--- config.mk ---
export PLATFORM = sky130hd
export DESIGN_NAME = rxf_dest_filter
export DESIGN_NICKNAME = d
export VERILOG_FILES = /design/src/rtl/rxf_pkg.sv /design/src/rtl/rxf_cfg_snap.sv /design/src/rtl/rxf_da_match.sv /design/src/rtl/rxf_len_judge.sv /design/src/rtl/rxf_dest_filter.sv
export SDC_FILE = /design/constraint.sdc
export NUM_CORES = 1
export LEC_CHECK = 0
export BUFFER_PORTS_ARGS = -buffer_cell sky130_fd_sc_hd__buf_2
export CAP_MARGIN = 10
export CORE_MARGIN = 2
export CORE_UTILIZATION = 50
export DETAILED_ROUTE_END_ITERATION = 8
export HOLD_SLACK_MARGIN = 0.03
export MAX_ROUTING_LAYER = met4
export PLACE_DENSITY = 0.76
export SLEW_MARGIN = 20
export SYNTH_ARGS = -nofsm -noshare
export SYNTH_HDL_FRONTEND = slang
export SYNTH_SLANG_ARGS = --single-unit
--- constraint.sdc ---
create_clock -name clk -period 3.15 [get_ports clk]
set_input_delay 0.4725 -clock clk [delete_from_list [all_inputs] [get_ports clk]]
set_output_delay 0.4725 -clock clk [all_outputs]
set_load 0.005 [all_outputs]
--- src/rtl/rxf_pkg.sv ---
package rxf_pkg;

    localparam int OCTETS      = 6;
    localparam int LO_OCTETS   = 4;
    localparam int HI_OCT4_LSB = 0;
    localparam int HI_OCT5_LSB = 8;

    typedef logic [OCTETS-1:0][7:0] mac_addr_t;

    typedef enum logic [1:0] {
        VERDICT_ACCEPT = 2'd0,
        VERDICT_ADDR   = 2'd1,
        VERDICT_GROUP  = 2'd2,
        VERDICT_LEN    = 2'd3
    } verdict_e;

    typedef struct packed {
        mac_addr_t station;
        logic      drop_mismatch;
        logic      drop_group;
    } addr_cfg_t;

    // Octet k of the station address; octet 0 is the first on the wire.
    function automatic mac_addr_t pack_station(input logic [31:0] lo,
                                               input logic [15:0] hi);
        mac_addr_t a;
        for (int k = 0; k < LO_OCTETS; k++) begin
            a[k] = lo[8*k +: 8];
        end
        a[4] = hi[HI_OCT4_LSB +: 8];
        a[5] = hi[HI_OCT5_LSB +: 8];
        return a;
    endfunction

    // Address-stage decision: group rule first, unicast mismatch second.
    function automatic verdict_e addr_decide(input logic group,
                                             input logic differ,
                                             input addr_cfg_t cfg);
        if (group && cfg.drop_group)
            return VERDICT_GROUP;
        else if (!group && differ && cfg.drop_mismatch)
            return VERDICT_ADDR;
        else
            return VERDICT_ACCEPT;
    endfunction

endpackage

--- src/rtl/rxf_cfg_snap.sv ---
module rxf_cfg_snap
    import rxf_pkg::*;
#(
    parameter int LEN_W    = 14,
    parameter int LEN_CEIL = 1536
) (
    input  logic             clk,
    input  logic             rst,
    input  logic             sof,
    input  logic [31:0]      addr_lo,
    input  logic [15:0]      addr_hi,
    input  logic             drop_mismatch,
    input  logic             drop_group,
    input  logic [LEN_W-1:0] max_len,
    output addr_cfg_t        cfg_q,
    output logic [LEN_W-1:0] max_q
);
    localparam logic [LEN_W-1:0] CEIL_V = LEN_W'(LEN_CEIL);

    logic [LEN_W-1:0] max_clamped;

    always_comb begin
        max_clamped = (max_len > CEIL_V) ? CEIL_V : max_len;
    end

    always_ff @(posedge clk) begin
        if (rst) begin
            cfg_q <= '0;
            max_q <= CEIL_V;
        end else if (sof) begin
            cfg_q.station       <= pack_station(addr_lo, addr_hi);
            cfg_q.drop_mismatch <= drop_mismatch;
            cfg_q.drop_group    <= drop_group;
            max_q               <= max_clamped;
        end
    end

    assert_cfg_frozen_R10: assert property (@(posedge clk) disable iff (rst)
        !sof |=> ($stable(cfg_q) && $stable(max_q)));

    assert_max_capped_R8: assert property (@(posedge clk) disable iff (rst)
        max_q <= CEIL_V);

endmodule

--- src/rtl/rxf_da_match.sv ---
module rxf_da_match
    import rxf_pkg::*;
(
    input  logic      clk,
    input  logic      rst,
    input  logic      sof,
    input  logic      da_valid,
    input  logic [7:0] da_byte,
    input  addr_cfg_t cfg,
    output logic      done,
    output verdict_e  reason
);
    localparam int CNT_W = $clog2(OCTETS + 1);
    localparam logic [CNT_W-1:0] CNT_FULL = CNT_W'(OCTETS);
    localparam logic [CNT_W-1:0] CNT_LAST = CNT_W'(OCTETS - 1);

    logic [CNT_W-1:0] cnt;
    logic             differ;
    logic             group;
    logic             take;
    logic             last;
    logic [7:0]       exp_byte;
    logic             differ_now;
    logic             group_now;

    always_comb begin
        exp_byte = '0;
        for (int k = 0; k < OCTETS; k++) begin
            if (cnt == CNT_W'(k)) exp_byte = cfg.station[k];
        end
        take       = da_valid && !sof && (cnt < CNT_FULL);
        last       = take && (cnt == CNT_LAST);
        differ_now = differ || (da_byte != exp_byte);
        group_now  = (cnt == '0) ? da_byte[0] : group;
    end

    always_ff @(posedge clk) begin
        if (rst || sof) begin
            cnt    <= '0;
            differ <= 1'b0;
            group  <= 1'b0;
            done   <= 1'b0;
            reason <= VERDICT_ACCEPT;
        end else if (take) begin
            cnt    <= cnt + CNT_W'(1);
            differ <= differ_now;
            group  <= group_now;
            if (last) begin
                done   <= 1'b1;
                reason <= addr_decide(group_now, differ_now, cfg);
            end
        end
    end

    assert_done_full_R11: assert property (@(posedge clk) disable iff (rst)
        done |-> (cnt == CNT_FULL));

    assert_sof_clears_R10: assert property (@(posedge clk) disable iff (rst)
        sof |=> !done);

    assert_group_drop_R5: assert property (@(posedge clk) disable iff (rst)
        ($rose(done) && group && cfg.drop_group) |-> (reason == VERDICT_GROUP));

    assert_group_no_compare_R6: assert property (@(posedge clk) disable iff (rst)
        ($rose(done) && group && !cfg.drop_group) |-> (reason == VERDICT_ACCEPT));

endmodule

--- src/rtl/rxf_len_judge.sv ---
module rxf_len_judge
    import rxf_pkg::*;
#(
    parameter int LEN_W   = 14,
    parameter int MIN_LEN = 64
) (
    input  logic             clk,
    input  logic             rst,
    input  logic             eof,
    input  logic [LEN_W-1:0] frame_len,
    input  logic [LEN_W-1:0] max_len,
    input  logic             addr_done,
    input  verdict_e         addr_reason,
    output logic             vld,
    output verdict_e         code
);
    localparam logic [LEN_W-1:0] MIN_V = LEN_W'(MIN_LEN);

    logic     len_bad;
    verdict_e next_code;

    always_comb begin
        len_bad = (frame_len < MIN_V) || (frame_len > max_len);
        if (!addr_done)
            next_code = VERDICT_LEN;
        else if (addr_reason != VERDICT_ACCEPT)
            next_code = addr_reason;
        else if (len_bad)
            next_code = VERDICT_LEN;
        else
            next_code = VERDICT_ACCEPT;
    end

    always_ff @(posedge clk) begin
        if (rst) begin
            vld  <= 1'b0;
            code <= VERDICT_ACCEPT;
        end else begin
            vld <= eof;
            if (eof) code <= next_code;
        end
    end

    assert_verdict_follows_R2: assert property (@(posedge clk) disable iff (rst)
        eof |=> vld);

    assert_no_spurious_R2: assert property (@(posedge clk) disable iff (rst)
        !eof |=> !vld);

    assert_short_len_R7: assert property (@(posedge clk) disable iff (rst)
        (eof && addr_done && addr_reason == VERDICT_ACCEPT && frame_len < MIN_V)
        |=> (code == VERDICT_LEN));

    assert_addr_priority_R9: assert property (@(posedge clk) disable iff (rst)
        (eof && addr_done && addr_reason != VERDICT_ACCEPT)
        |=> (code == $past(addr_reason)));

    assert_runt_R11: assert property (@(posedge clk) disable iff (rst)
        (eof && !addr_done) |=> (code == VERDICT_LEN));

endmodule

--- src/rtl/rxf_dest_filter.sv ---
module rxf_dest_filter
    import rxf_pkg::*;
#(
    parameter int LEN_W    = 14,
    parameter int LEN_CEIL = 1536,
    parameter int MIN_LEN  = 64
) (
    input  logic             clk,
    input  logic             rst,
    input  logic [31:0]      cfg_addr_lo,
    input  logic [15:0]      cfg_addr_hi,
    input  logic             cfg_drop_mismatch,
    input  logic             cfg_drop_group,
    input  logic [LEN_W-1:0] cfg_max_len,
    input  logic             rx_sof,
    input  logic             rx_da_valid,
    input  logic [7:0]       rx_da_byte,
    input  logic             rx_eof,
    input  logic [LEN_W-1:0] rx_frame_len,
    output logic             verdict_valid,
    output logic [1:0]       verdict_code
);
    addr_cfg_t        cfg_snap;
    logic [LEN_W-1:0] max_snap;
    logic             addr_done;
    verdict_e         addr_reason;
    verdict_e         final_code;

    rxf_cfg_snap #(
        .LEN_W    (LEN_W),
        .LEN_CEIL (LEN_CEIL)
    ) u_snap (
        .clk           (clk),
        .rst           (rst),
        .sof           (rx_sof),
        .addr_lo       (cfg_addr_lo),
        .addr_hi       (cfg_addr_hi),
        .drop_mismatch (cfg_drop_mismatch),
        .drop_group    (cfg_drop_group),
        .max_len       (cfg_max_len),
        .cfg_q         (cfg_snap),
        .max_q         (max_snap)
    );

    rxf_da_match u_match (
        .clk      (clk),
        .rst      (rst),
        .sof      (rx_sof),
        .da_valid (rx_da_valid),
        .da_byte  (rx_da_byte),
        .cfg      (cfg_snap),
        .done     (addr_done),
        .reason   (addr_reason)
    );

    rxf_len_judge #(
        .LEN_W   (LEN_W),
        .MIN_LEN (MIN_LEN)
    ) u_judge (
        .clk         (clk),
        .rst         (rst),
        .eof         (rx_eof),
        .frame_len   (rx_frame_len),
        .max_len     (max_snap),
        .addr_done   (addr_done),
        .addr_reason (addr_reason),
        .vld         (verdict_valid),
        .code        (final_code)
    );

    assign verdict_code = final_code;

    assert_reset_quiet_R1: assert property (@(posedge clk)
        rst |=> !verdict_valid);

endmodule

==> out/qor.log, run 1 <==
[sta] worst hold slack 330 ps
[route] final routed wirelength across all metal layers 8530 um
[clock_network] CTS clk-pin slew, worst paths 80 ps
[critical_path] launching element of the worst setup path u_match.cnt[0]
[grt] vias in the first global route 3125
[sta] worst clock skew 14.0 ps
[yosys] netlist area before placement 3720 um2
[finish] fill count 665
[yosys] number of warnings issued by yosys 0
[critical_path] Critical Path Sink Type register
[clock_network] largest buffer count on any clock path 2
[route] DRC violation count after routing 0
[run_status] result of the run complete, no violations
[grt] initial antenna violation count 0
[yosys] Unique masters post-synth 49
[hold_path] start point of the worst hold path cfg_max_len[3]
[grt] Total Routing Usage GR 21.9%
[sta] Final Setup Violations 0
[die] number of rows created at floorplan 31
[route] total number of vias 3234
[route] routed via count divided by cell count 5.30
[clock_network] count of hold-fix buffers inserted at cts 0
[power_and_ir_drop] P_leak 2.01 nW
[route] Initial DRT Pass Iterations 5
[finish] sequential cell area 1500 um2
[placement] number of cells in the design after placement 594
[die] chip height 90.3 um
[finish] footprint of the multi-input gates 2030 um2
[sta] worst slew slack as a fraction of its limit 50.1%
[die] area of the core region 7210 um2
[hold_path] worst min-delay path category in2reg
[sta] portion of the clock cycle consumed by the worst path in the final layout 81.6%
[clock_network] number of sinks driven by the clock tree 75
[grt] first-pass GRT wire length 14000 um
[yosys] proportion of synthesized flip-flops having asynchronous set or reset 0%
[grt] total congestion overflow 0
[critical_path] nature of the critical path startpoint register
[finish] number of antenna cells inserted 0
[critical_path] Data required, critical path 3380 ps
[critical_path] crit path buf inv count 1
[run] number of max-capacitance violations reported 0
[finish] count of non-filler cells in the finished layout 610
[yosys] syn_nets 529
[grt] maximum number of pins on one net before global-route repair 38
[power_and_ir_drop] power per cell area 455 nW/um2
[sta] unrepaired setup endpoints after global routing no
[finish] fraction of layout cells with a size suffix above 1 23.5%
[clock_network] number of gates given a new drive strength after cts 0
[yosys] number of flops mapped to enable cells by yosys 0
[critical_path] arrival time at the worst endpoint 2800 ps
[sta] setup total negative slack 0 ps
[yosys] part of the Yosys area used for sequential elements 40.3%
[critical_path] slowest CP cell ha_1
[sta] fmax 0.389 GHz
[sta] number of max-slew violations in the final report 0
[clock_network] clock buffers created by TritonCTS 9
[critical_path] minimum setup slack among reg-to-reg paths 580 ps
[route] Iteration-0 DRC Markers 131
[route] Final ANT Viol Nets 0
[clock_network] CTS tree done
[sta] Final Hold Violating Endpoints 0
[critical_path] path depth of the worst reg2reg path 9
[clock_network] number of buffers added for setup after CTS 0
[route] Routed wire per std cell 14.0 um
[sta] slew at the pin closest to its max-slew limit 745 ps
[hold_path] Worst Hold Depth 3
[sta] min cycle time layout 2570 ps
[placement] number of buffers added on ports 93
[placement] post-detailed-placement half-perimeter wirelength 6480 um
[die] IO Pins 94
[clock_network] clock tree root driver cell clkbuf_8
[critical_path] cell class contributing the biggest share of worst-path delay simple AND/OR/NAND/NOR gates
[yosys] cell count after synthesis 419
[clock_network] clock latency at the later pin of the worst-skew pair 350 ps
[yosys] post-synthesis area per instance 8.88 um2
[critical_path] endpoint of the worst register-to-register path u_match.reason[0]
[critical_path] CP cell instances inv_1 > ha_1 > and2b_1 > a222oi_1 > a31oi_1 > xnor2_1 > nor4_1 > and4_1 > o22ai_1
[clock_network] H-tree depth 3
[critical_path] startpoint of the worst register-to-register path u_match.cnt[0]
[yosys] top flip-flop cell by instance count after synthesis dfxtp_1
[critical_path] WS Path Type reg2reg
[hold_path] endpoint of the worst hold-timing path u_snap.max_q[3]
[placement] gp weighted congestion 0.935
[critical_path] Max Fanout on Critical Path 17
[finish] number of nets in the layout 616
[die] Die X-Extent 90.3 um
[finish] synthesis-to-finish area growth 19.2%
[die] die footprint 8150 um2
[power_and_ir_drop] maximum resistive drop on vdd 274 uV
[critical_path] maximum cell stage delay along the critical path 420 ps
[die] initial cell density of the core 51.6%
[yosys] flip-flop and latch count after synthesis 75
-- worst max path at each step --
stage	to	slack, ps	cells after the start
after floorplan	u_match.reason[0]	840	12
after CTS	u_match.reason[0]	610	9
final	u_match.reason[0]	580	9
after global placement	u_judge.code[1]	720	9
after detailed placement	u_match.reason[0]	650	9
after global routing	u_match.reason[0]	360	9
-- layout make-up --
type | instances | share of cell area [%]
well taps | 99 | 2.79
flip-flops and latches | 75 | 33.8
clock buffers | 10 | 2.88
repair buffers | 98 | 11.3
clock inverters | 6 | 1.44
inverters | 24 | 2.03
multi-input cells | 298 | 45.7
-- synth_stat cells (2+ instances only) --
cell	number	area share, %
a311oi_1	2	0.47
buf_4	2	0.40
a31oi_1	8	1.3
buf_2	4	0.54
nor2_1	68	6.9
a22oi_1	2	0.40
and3_1	2	0.34
o211ai_1	2	0.40
dfxtp_1	75	40
nor4_1	5	0.84
nor2b_1	11	1.8
a21oi_1	12	1.6
ha_1	19	6.4
buf_1	5	0.50
nand2b_1	7	1.2
inv_1	23	2.3
a211oi_1	3	0.60
o21a_1	2	0.40
nand3_1	3	0.40
nand4_1	5	0.84
nor3_1	3	0.40
xor2_1	3	0.71
mux2i_1	52	14
a22o_1	2	0.47
and4_1	2	0.47
o21ai_0	16	2.2
a21o_1	6	1.2
a221oi_2	3	1.2
a221o_1	2	0.54
nand3b_1	8	1.6
o21ai_1	7	0.94
a222oi_1	3	0.81
xnor2_1	5	1.2
clkbuf_1	10	1.0
nand2_1	23	2.3
-- report_power, final --
part           internal, W  switching, W  total (W)
Combinational     0.000139      0.000143   0.000282
Sequential        0.000993     0.0000270    0.00102
Clock             0.000366      0.000352   0.000718
Total              0.00150      0.000522    0.00202
-- layout by cell type, fill, tap and decap left out, drive strengths merged, types with 2 or more instances in the layout --
cell,count
buf,98
dfxtp,75
nor2,68
mux2i,52
inv,25
o21ai,24
nand2,23
ha,19
a21oi,13
nor2b,11
clkbuf,10
nand3b,8
a31oi,8
nand2b,7
a21o,6
nor4,5
nand4,5
xnor2,5
a221oi,4
a211oi,3
nor3,3
nand3,3
xor2,3
a222oi,3
and4,2
o211ai,2
a221o,2
and3,2
o21a,2
a311oi,2
a22o,2
a22oi,2
clkinvlp,2
clkinv,2
or2,2
-- flip-flops by register name, summed over array words and instances (netlist names) --
register,cells
u_match.group,1
u_judge.code,2
u_match.reason,2
u_match.differ,1
u_match.cnt,3
u_match.done,1
u_snap.max_q,14
u_judge.vld,1
u_snap.cfg_q,50
-- kinds of logic (layout without fill, tap and decap cells) --
group	after synthesis	count (layout)	share of synthesized area, %
compound gates	76	76	13.9
buf+inv	46	138	5.18
xor+xnor	8	8	1.88
mux	52	52	14.0
flops	75	75	40.3
simple gates	143	143	18.4
fa+ha+maj	19	19	6.39
-- metrics by stage --
| step | total power (W) | util [%] | setup slack [ps] | cell area, um2 |
|---|---|---|---|---|
| floorplan | 0.00122 | - | 845 | 3720 |
| global route | 0.00212 | 61.5 | 363 | 4440 |
| finish | 0.00202 | 61.5 | 579 | 4440 |
| global placement | 0.00131 | 58.9 | 719 | 4250 |
| detailed placement | 0.00132 | 58.9 | 651 | 4250 |
| CTS | 0.00204 | 61.5 | 615 | 4440 |
-- tightest hold or removal path, stage by stage --
cell and delay (ps):
buf_2 90, nand2_1 40, o21ai_0 50
-- metal layers --
metal / vias to the layer above / share of wire [%] / global-route usage [%]
li1: 1636 / - / -
met1: 1505 / 44 / 24.9
met2: 80 / 49 / 37.5
met3: 13 / 5.3 / 6.51
met4: 0 / 1.5 / 6.28
met5: - / 0 / -
(Power assumes the default switching activity.)
==> run 2, diff against run 1 <==
Settings changed: CORE_UTILIZATION 50 to 48.
Clock period 3.15 ns to 2.3 ns, I/O delays scaled along.
==> run 2 against run 1 <==
Cell count increased by 2.1%. Sequential cell count stayed put. Sequential share of layout area is 1.5 points lower. Power is 55% higher. Global-route usage increased by 0.10 points. Via count rose by 1.4%. Combinational power up 44%. Cell area rose by 5.2%. Hold slack worse by 110 ps. Clock power is 84% higher. Utilization decreased by 0.17 points. Critical path type unchanged. Critical endpoint unchanged. Largest cell class unchanged. Highest routed layer unchanged.
==> out/qor.log, run 2 (same netlist as run 1, synthesis figures left out) <==
[run_status] result of the run complete, no violations
[sta] portion of the clock cycle consumed by the worst path in the final layout 98.0%
[finish] count of non-filler cells in the finished layout 623
[clock_network] H-tree depth 3
[power_and_ir_drop] maximum resistive drop on vdd 404 uV
[sta] worst slew slack as a fraction of its limit 55.7%
[clock_network] largest buffer count on any clock path 2
[grt] vias in the first global route 3262
[power_and_ir_drop] clock network fraction of total power 42.3%
[finish] synthesis-to-finish area growth 25.4%
[sta] setup total negative slack 0 ps
[sta] worst clock skew 5.11 ps
[clock_network] CTS tree done
[grt] maximum number of pins on one net before global-route repair 31
[critical_path] arrival time at the worst endpoint 2490 ps
[critical_path] CP cell instances ha_2 > ha_4 > buf_6 > nand2_1 > a222oi_1 > a31oi_1 > xnor2_1 > nor4_1 > and4_1 > o22ai_1
[placement] gp weighted congestion 0.917
[sta] fmax 0.444 GHz
[sta] slew at the pin closest to its max-slew limit 662 ps
[clock_network] clock tree root driver cell clkbuf_8
[finish] most used cells in the layout excluding fill and tap cells 94 x buf_2, 73 x dfxtp_1, 68 x nor2_1, 52 x mux2i_1, 23 x nand2_1
[critical_path] slowest CP cell dfxtp_4
[sta] Final Setup Violations 0
[die] number of rows created at floorplan 32
[critical_path] WS Path Type reg2reg
[grt] initial antenna violation count 0
[finish] number of nets in the layout 626
[die] die footprint 8480 um2
[finish] Regs by FF count u_snap.cfg_q x50, u_snap.max_q x14, u_match.cnt x3
[sta] Final Hold Violating Endpoints 0
[route] Final ANT Viol Nets 0
[critical_path] Max Fanout on Critical Path 5
[power_and_ir_drop] proportion of power drawn by combinational gates 13.0%
[route] DRC violation count after routing 0
[die] Die X-Extent 92.1 um
[power_and_ir_drop] Sequential Power Share 44.7%
[route] routed via count divided by cell count 5.26
[power_and_ir_drop] switching share of power 23.4%
[power_and_ir_drop] P_leak 2.11 nW
[route] Routed wire per std cell 14.3 um
[critical_path] Data required, critical path 2540 ps
[finish] leading cell type in the layout, fill and taps excluded buf_2
[placement] post-detailed-placement half-perimeter wirelength 6720 um
[power_and_ir_drop] power per cell area 669 nW/um2
[finish] finished layout cell area 4670 um2
[power_and_ir_drop] Internal Power 0.00239 W
[die] area of the core region 7610 um2
[sta] min cycle time layout 2250 ps
[clock_network] number of sinks driven by the clock tree 75
[grt] Total Routing Usage GR 22.0%
[hold_path] worst min-delay path category in2reg
[placement] number of buffers added on ports 93
[die] IO Pins 94
[critical_path] Critical Path Sink Type register
[sta] unrepaired setup endpoints after global routing yes
[finish] number of antenna cells inserted 0
[run] number of max-capacitance violations reported 0
[grt] first-pass GRT wire length 14600 um
[die] chip height 92.1 um
[power_and_ir_drop] Net Switching 0.000730 W
[placement] number of cells in the design after placement 605
[route] total number of vias 3278
[finish] max reg flops 50
[critical_path] nature of the critical path startpoint register
[finish] fraction of layout cells with a size suffix above 1 27.6%
[sta] number of max-slew violations in the final report 0
[placement] DP Area 4310 um2
[clock_network] clock buffers created by TritonCTS 9
[grt] total congestion overflow 0
[clock_network] clock latency at the later pin of the worst-skew pair 350 ps
[route] Iteration-0 DRC Markers 156
[die] initial cell density of the core 48.9%
[critical_path] maximum cell stage delay along the critical path 390 ps
[route] final routed wirelength across all metal layers 8880 um
[clock_network] CTS clk-pin slew, worst paths 70 ps
[route] Initial DRT Pass Iterations 4
[finish] register with the most flip-flops u_snap.cfg_q
-- run 2: changes by cell type in the layout (fill, tap and decap cells not counted), sizes merged --
cell / previous run / this run
bufinv: 1 / 4
clkinvlp: 2 / 0
buf: 98 / 108
clkbuf: 10 / 9
-- run 2: stage by stage --
| step | util (%) | hold slack, ps | total power [W] | setup WS [ps] |
|---|---|---|---|---|
| floorplan | - | 420 | 0.00166 | 39.4 |
| global placement | 56.7 | 433 | 0.00181 | 5.93 |
| detailed placement | 56.7 | 437 | 0.00182 | -76.1 |
| CTS | 60.2 | 203 | 0.00314 | 12.8 |
| global route | 61.3 | 213 | 0.00326 | -62.2 |
| finish | 61.3 | 216 | 0.00312 | 46.2 |
-- run 2: repair_timing --
item,4_1_cts,5_1_grt
endpoints found under the setup margin,1,4
pin swaps,2,8
hold buffers,0,0
gates cloned,0,1
resized for setup,3,18
setup buffers,0,1
-- run 2: layout make-up --
cell class                 count  area, um2
inverter                      24       92.6
clock inverter                 7        139
fill                         656       2940
timing repair buffer         108        579
tap                          102        128
sequential                    75       1510
multi-input combinational    298       2100
clock buffer                   9        124
-- run 2: path summary, 6_finish.rpt --
check                                       from                end  slack (ps)  cells past startpoint
worst max-delay path              u_match.cnt[0]  u_match.reason[0]          50                     10
worst min-delay path              cfg_max_len[6]    u_snap.max_q[6]         220                      3
worst max register to register    u_match.cnt[0]  u_match.reason[0]          50                     10
worst min register to register  u_snap.max_q[12]   u_snap.max_q[12]         440                      2
-- run 2: worst max-delay path, delay by kind of cell, from the launching register on --
family,cells,cell delay [ps]
adder cells (fa/ha/maj),2,350
buffers and inverters,1,120
XOR/XNOR,1,140
AO/OA/AOI/OAI,3,500
flip-flops,1,390
AND/OR/NAND/NOR,3,640
-- run 2: power groups by stage --
stage | logic [W] | registers (W) | clock network [W]
after floorplan | 0.000252 | 0.00141 | 0
after global placement | 0.000383 | 0.00143 | 0
after detailed placement | 0.000395 | 0.00143 | 0
after CTS | 0.000398 | 0.00140 | 0.00134
after global routing | 0.000454 | 0.00140 | 0.00140
final | 0.000406 | 0.00140 | 0.00132
-- run 2: metal layers --
metal / vias up / track usage (%) / wire, um
met5: - / - / 0
met4: 0 / 9.83 / 240
met3: 24 / 4.35 / 502
met2: 109 / 35.5 / 4260
met1: 1488 / 26.8 / 3870
li1: 1657 / - / -
==> run 3, diff against run 2 <==
Settings changed: RECOVER_POWER set to 100, SYNTH_HIERARCHICAL set to 1.
==> run 3 against run 2 <==
The flow now finishes with violations (capacitance limit, slew limit, setup timing). Sequential share of layout area decreased by 1.1 points. Critical path depth decreased by 1. Routed wire length increased by 8.9%. Sequential cell count unchanged. Power increased by 2.8%. Sequential power about the same. Synthesized cell count decreased by 5.7%. First-iteration DRC count increased by 24%. Combinational power increased by 11%. Clock skew increased by 1.3 ps. Global-route usage increased by 2.1 points. Critical path type unchanged.
==> out/qor.log, run 3 <==
[die] area of the core region 7650 um2
[grt] initial antenna violation count 0
[die] chip height 92.3 um
[route] routed via count divided by cell count 5.50
[sta] Final Hold Violating Endpoints 0
[route] Iteration-0 DRC Markers 193
[critical_path] arrival time at the worst endpoint 2940 ps
[sta] Final WS setup -395 ps
[yosys] number of flops mapped to enable cells by yosys 0
[route] Final ANT Viol Nets 0
[sta] unrepaired setup endpoints after global routing yes
[route] routed metal-1 wire length 4220 um
[route] total number of vias 3388
[run_status] failing checks capacitance limit, slew limit, setup timing
[route] met3 routed wirelength 562 um
[clock_network] number of sinks driven by the clock tree 75
[placement] number of buffers added on ports 93
[placement] number of cells in the design after placement 599
[placement] post-detailed-placement half-perimeter wirelength 7250 um
[finish] fraction of layout cells with a size suffix above 1 31.5%
[finish] leading cell type in the layout, fill and taps excluded buf_2
[clock_network] count of hold-fix buffers inserted at cts 0
[die] die footprint 8520 um2
[grt] total congestion overflow 0
[sta] worst clock skew 6.37 ps
[route] Routed wire per std cell 15.7 um
[critical_path] nature of the critical path startpoint register
[placement] gp weighted congestion 0.901
[clock_network] CTS clk-pin slew, worst paths 80 ps
[sta] fmax 0.371 GHz
[sta] portion of the clock cycle consumed by the worst path in the final layout 117%
[route] final routed wirelength across all metal layers 9670 um
[finish] synthesis-to-finish area growth 29.2%
[finish] register with the most flip-flops u_snap/cfg_q
[grt] Total Routing Usage GR 24.1%
[yosys] number of warnings issued by yosys 6
[power_and_ir_drop] maximum resistive drop on vdd 347 uV
[route] Initial DRT Pass Iterations 5
[sta] worst slew slack as a fraction of its limit -3.70%
[sta] min cycle time layout 2700 ps
[finish] core utilization of the finished layout 63.2%
[power_and_ir_drop] Internal Power 0.00245 W
[yosys] cells taking the most area after synthesis dfxtp_1 40%, mux2i_1 14%, nor2_1 6.6%
[die] IO Pins 94
[clock_network] clock tree root driver cell clkbuf_8
[power_and_ir_drop] switching share of power 23.7%
[die] number of rows created at floorplan 32
[finish] count of non-filler cells in the finished layout 616
[critical_path] minimum setup slack among reg-to-reg paths -400 ps
[power_and_ir_drop] proportion of power drawn by combinational gates 14.1%
[yosys] part of the Yosys area used for sequential elements 40.1%
[clock_network] largest buffer count on any clock path 2
[route] DRC violation count after routing 0
[critical_path] CP cell instances ha_4 > ha_4 > or3b_4 > and2_4 > o31a_4 > xnor2_2 > or4_4 > or3_1 > o211a_1
[power_and_ir_drop] Net Switching 0.000759 W
[yosys] top cells by count, synth 75 x dfxtp_1, 66 x nor2_1, 54 x mux2i_1
[power_and_ir_drop] power per cell area 664 nW/um2
[critical_path] Max Fanout on Critical Path 4
[clock_network] CTS tree done
[finish] Regs by FF count u_snap/cfg_q x50, u_snap/max_q x14, u_match/cnt x3
[finish] number of nets in the layout 619
[yosys] leading area contributor after synthesis dfxtp_1
[yosys] post-synthesis area per instance 9.47 um2
[clock_network] clock buffers created by TritonCTS 9
[yosys] area share of the leading cell type in the synthesized netlist 40.1%
[finish] number of antenna cells inserted 0
[finish] max reg flops 50
[critical_path] Data required, critical path 2550 ps
[run_status] result of the run complete, but fails checks
[yosys] netlist area before placement 3740 um2
[sta] number of max-slew violations in the final report 26
[sta] setup total negative slack -755 ps
[critical_path] Critical Path Sink Type register
[route] top sig layer met4
[critical_path] slowest CP cell or4_4
[run] number of max-capacitance violations reported 1
[yosys] cell count after synthesis 395
[clock_network] clock latency at the later pin of the worst-skew pair 350 ps
[critical_path] Most common cell on crit path ha_4
[hold_path] worst min-delay path category in2reg
[die] initial cell density of the core 48.9%
[grt] first-pass GRT wire length 15700 um
[sta] Final Setup Violations 2
[sta] slew at the pin closest to its max-slew limit 1560 ps
[yosys] flip-flop and latch count after synthesis 75
[yosys] syn_nets 505
[critical_path] crit path buf inv count 0
[die] Die X-Extent 92.3 um
[critical_path] WS Path Type reg2reg
[yosys] proportion of synthesized flip-flops having asynchronous set or reset 0%
[route] met2 WL 4750 um
[grt] maximum number of pins on one net before global-route repair 39
[power_and_ir_drop] P_leak 2.17 nW
[power_and_ir_drop] Sequential Power Share 43.8%
[grt] vias in the first global route 3375
[finish] most used cells in the layout excluding fill and tap cells 90 x buf_2, 73 x dfxtp_1, 66 x nor2_1, 54 x mux2i_1, 26 x buf_4
[clock_network] H-tree depth 3
[yosys] Unique masters post-synth 59
[yosys] leading cell type by number of instances after synthesis dfxtp_1
[power_and_ir_drop] clock network fraction of total power 42.1%
[yosys] top flip-flop cell by instance count after synthesis dfxtp_1
[critical_path] cell class contributing the biggest share of worst-path delay simple AND/OR/NAND/NOR gates
[critical_path] maximum cell stage delay along the critical path 480 ps
-- run 3: changes by cell type after synthesis, moves of 5 or more --
cell and change:
buf_1 -5, a32oi_1 +10, nand2_1 -18, nor2b_1 -8, nand3b_1 -6, o21ai_0 -15, o21ai_1 -7, o22ai_1 +7
and2_1 +6
-- run 3: repair_timing --
action | 4_1_cts | 5_1_grt
buffers inserted | 1 | 0
pin swaps | 5 | 2
gates cloned | 0 | 0
setup endpoints to repair | 2 | 2
hold endpoints to repair | 0 | 0
resized for setup | 13 | 4
-- run 3: power groups by stage --
stage / registers [W] / clock network, W / logic, W
after global routing: 0.00141 / 0.00143 / 0.000499
final: 0.00141 / 0.00135 / 0.000452
after floorplan: 0.00142 / 0 / 0.000260
after detailed placement: 0.00144 / 0 / 0.000424
after global placement: 0.00143 / 0 / 0.000412
after CTS: 0.00141 / 0.00137 / 0.000443
-- run 3: per-layer routing --
layer	vias to the layer above	track usage, %
met5	-	-
met4	0	8.71
met3	11	5.45
met2	125	41.3
met1	1584	27.6
li1	1668	-
-- run 3: path summary, 6_finish.rpt --
kind,from,endpoint,depth (start not counted)
setup / recovery,u_match/cnt[0],u_match/differ,9
hold reg to reg,u_snap/max_q[12],u_snap/max_q[12],1
setup reg to reg,u_match/cnt[0],u_match/differ,9
hold / removal,cfg_addr_lo[21],u_snap/cfg_q[23],3
-- run 3: layout make-up --
class | count | area, um2
clock buffers | 10 | 138
repair buffers | 123 | 688
inverters | 26 | 100
fillers | 643 | 2810
clock inverters | 6 | 136
multi-input cells | 274 | 2130
well taps | 102 | 128
flip-flops and latches | 75 | 1510
-- run 3: cells by family (layout without fill, tap and decap cells) --
logic type / Yosys count / after routing / share of synthesized area (%)
mux: 54 / 54 / 14.4
compound gates: 77 / 77 / 16.1
xor+xnor: 8 / 8 / 1.87
buf+inv: 46 / 165 / 5.72
simple gates: 116 / 116 / 15.4
fa+ha+maj: 19 / 19 / 6.35
flops: 75 / 75 / 40.1
-- run 3: stage by stage --
stage | hold WS [ps] | setup WS (ps) | instance area, um2 | power (W)
6_report | 231 | -395 | 4830 | 0.00321
5_1_grt | 219 | -480 | 4830 | 0.00334
4_1_cts | 224 | -373 | 4820 | 0.00322
3_5_place_dp | 451 | -450 | 4490 | 0.00186
3_3_place_gp | 442 | -355 | 4490 | 0.00185
2_1_floorplan | 417 | -287 | 3800 | 0.00168
-- run 3: worst reg2reg max path, cell delays in order, from the launching register on --
cell and delay, ps:
dfxtp_4 390, ha_4 150, ha_4 140, or3b_4 390
and2_4 170, o31a_4 280, xnor2_2 120, or4_4 480
or3_1 360, o211a_1 110
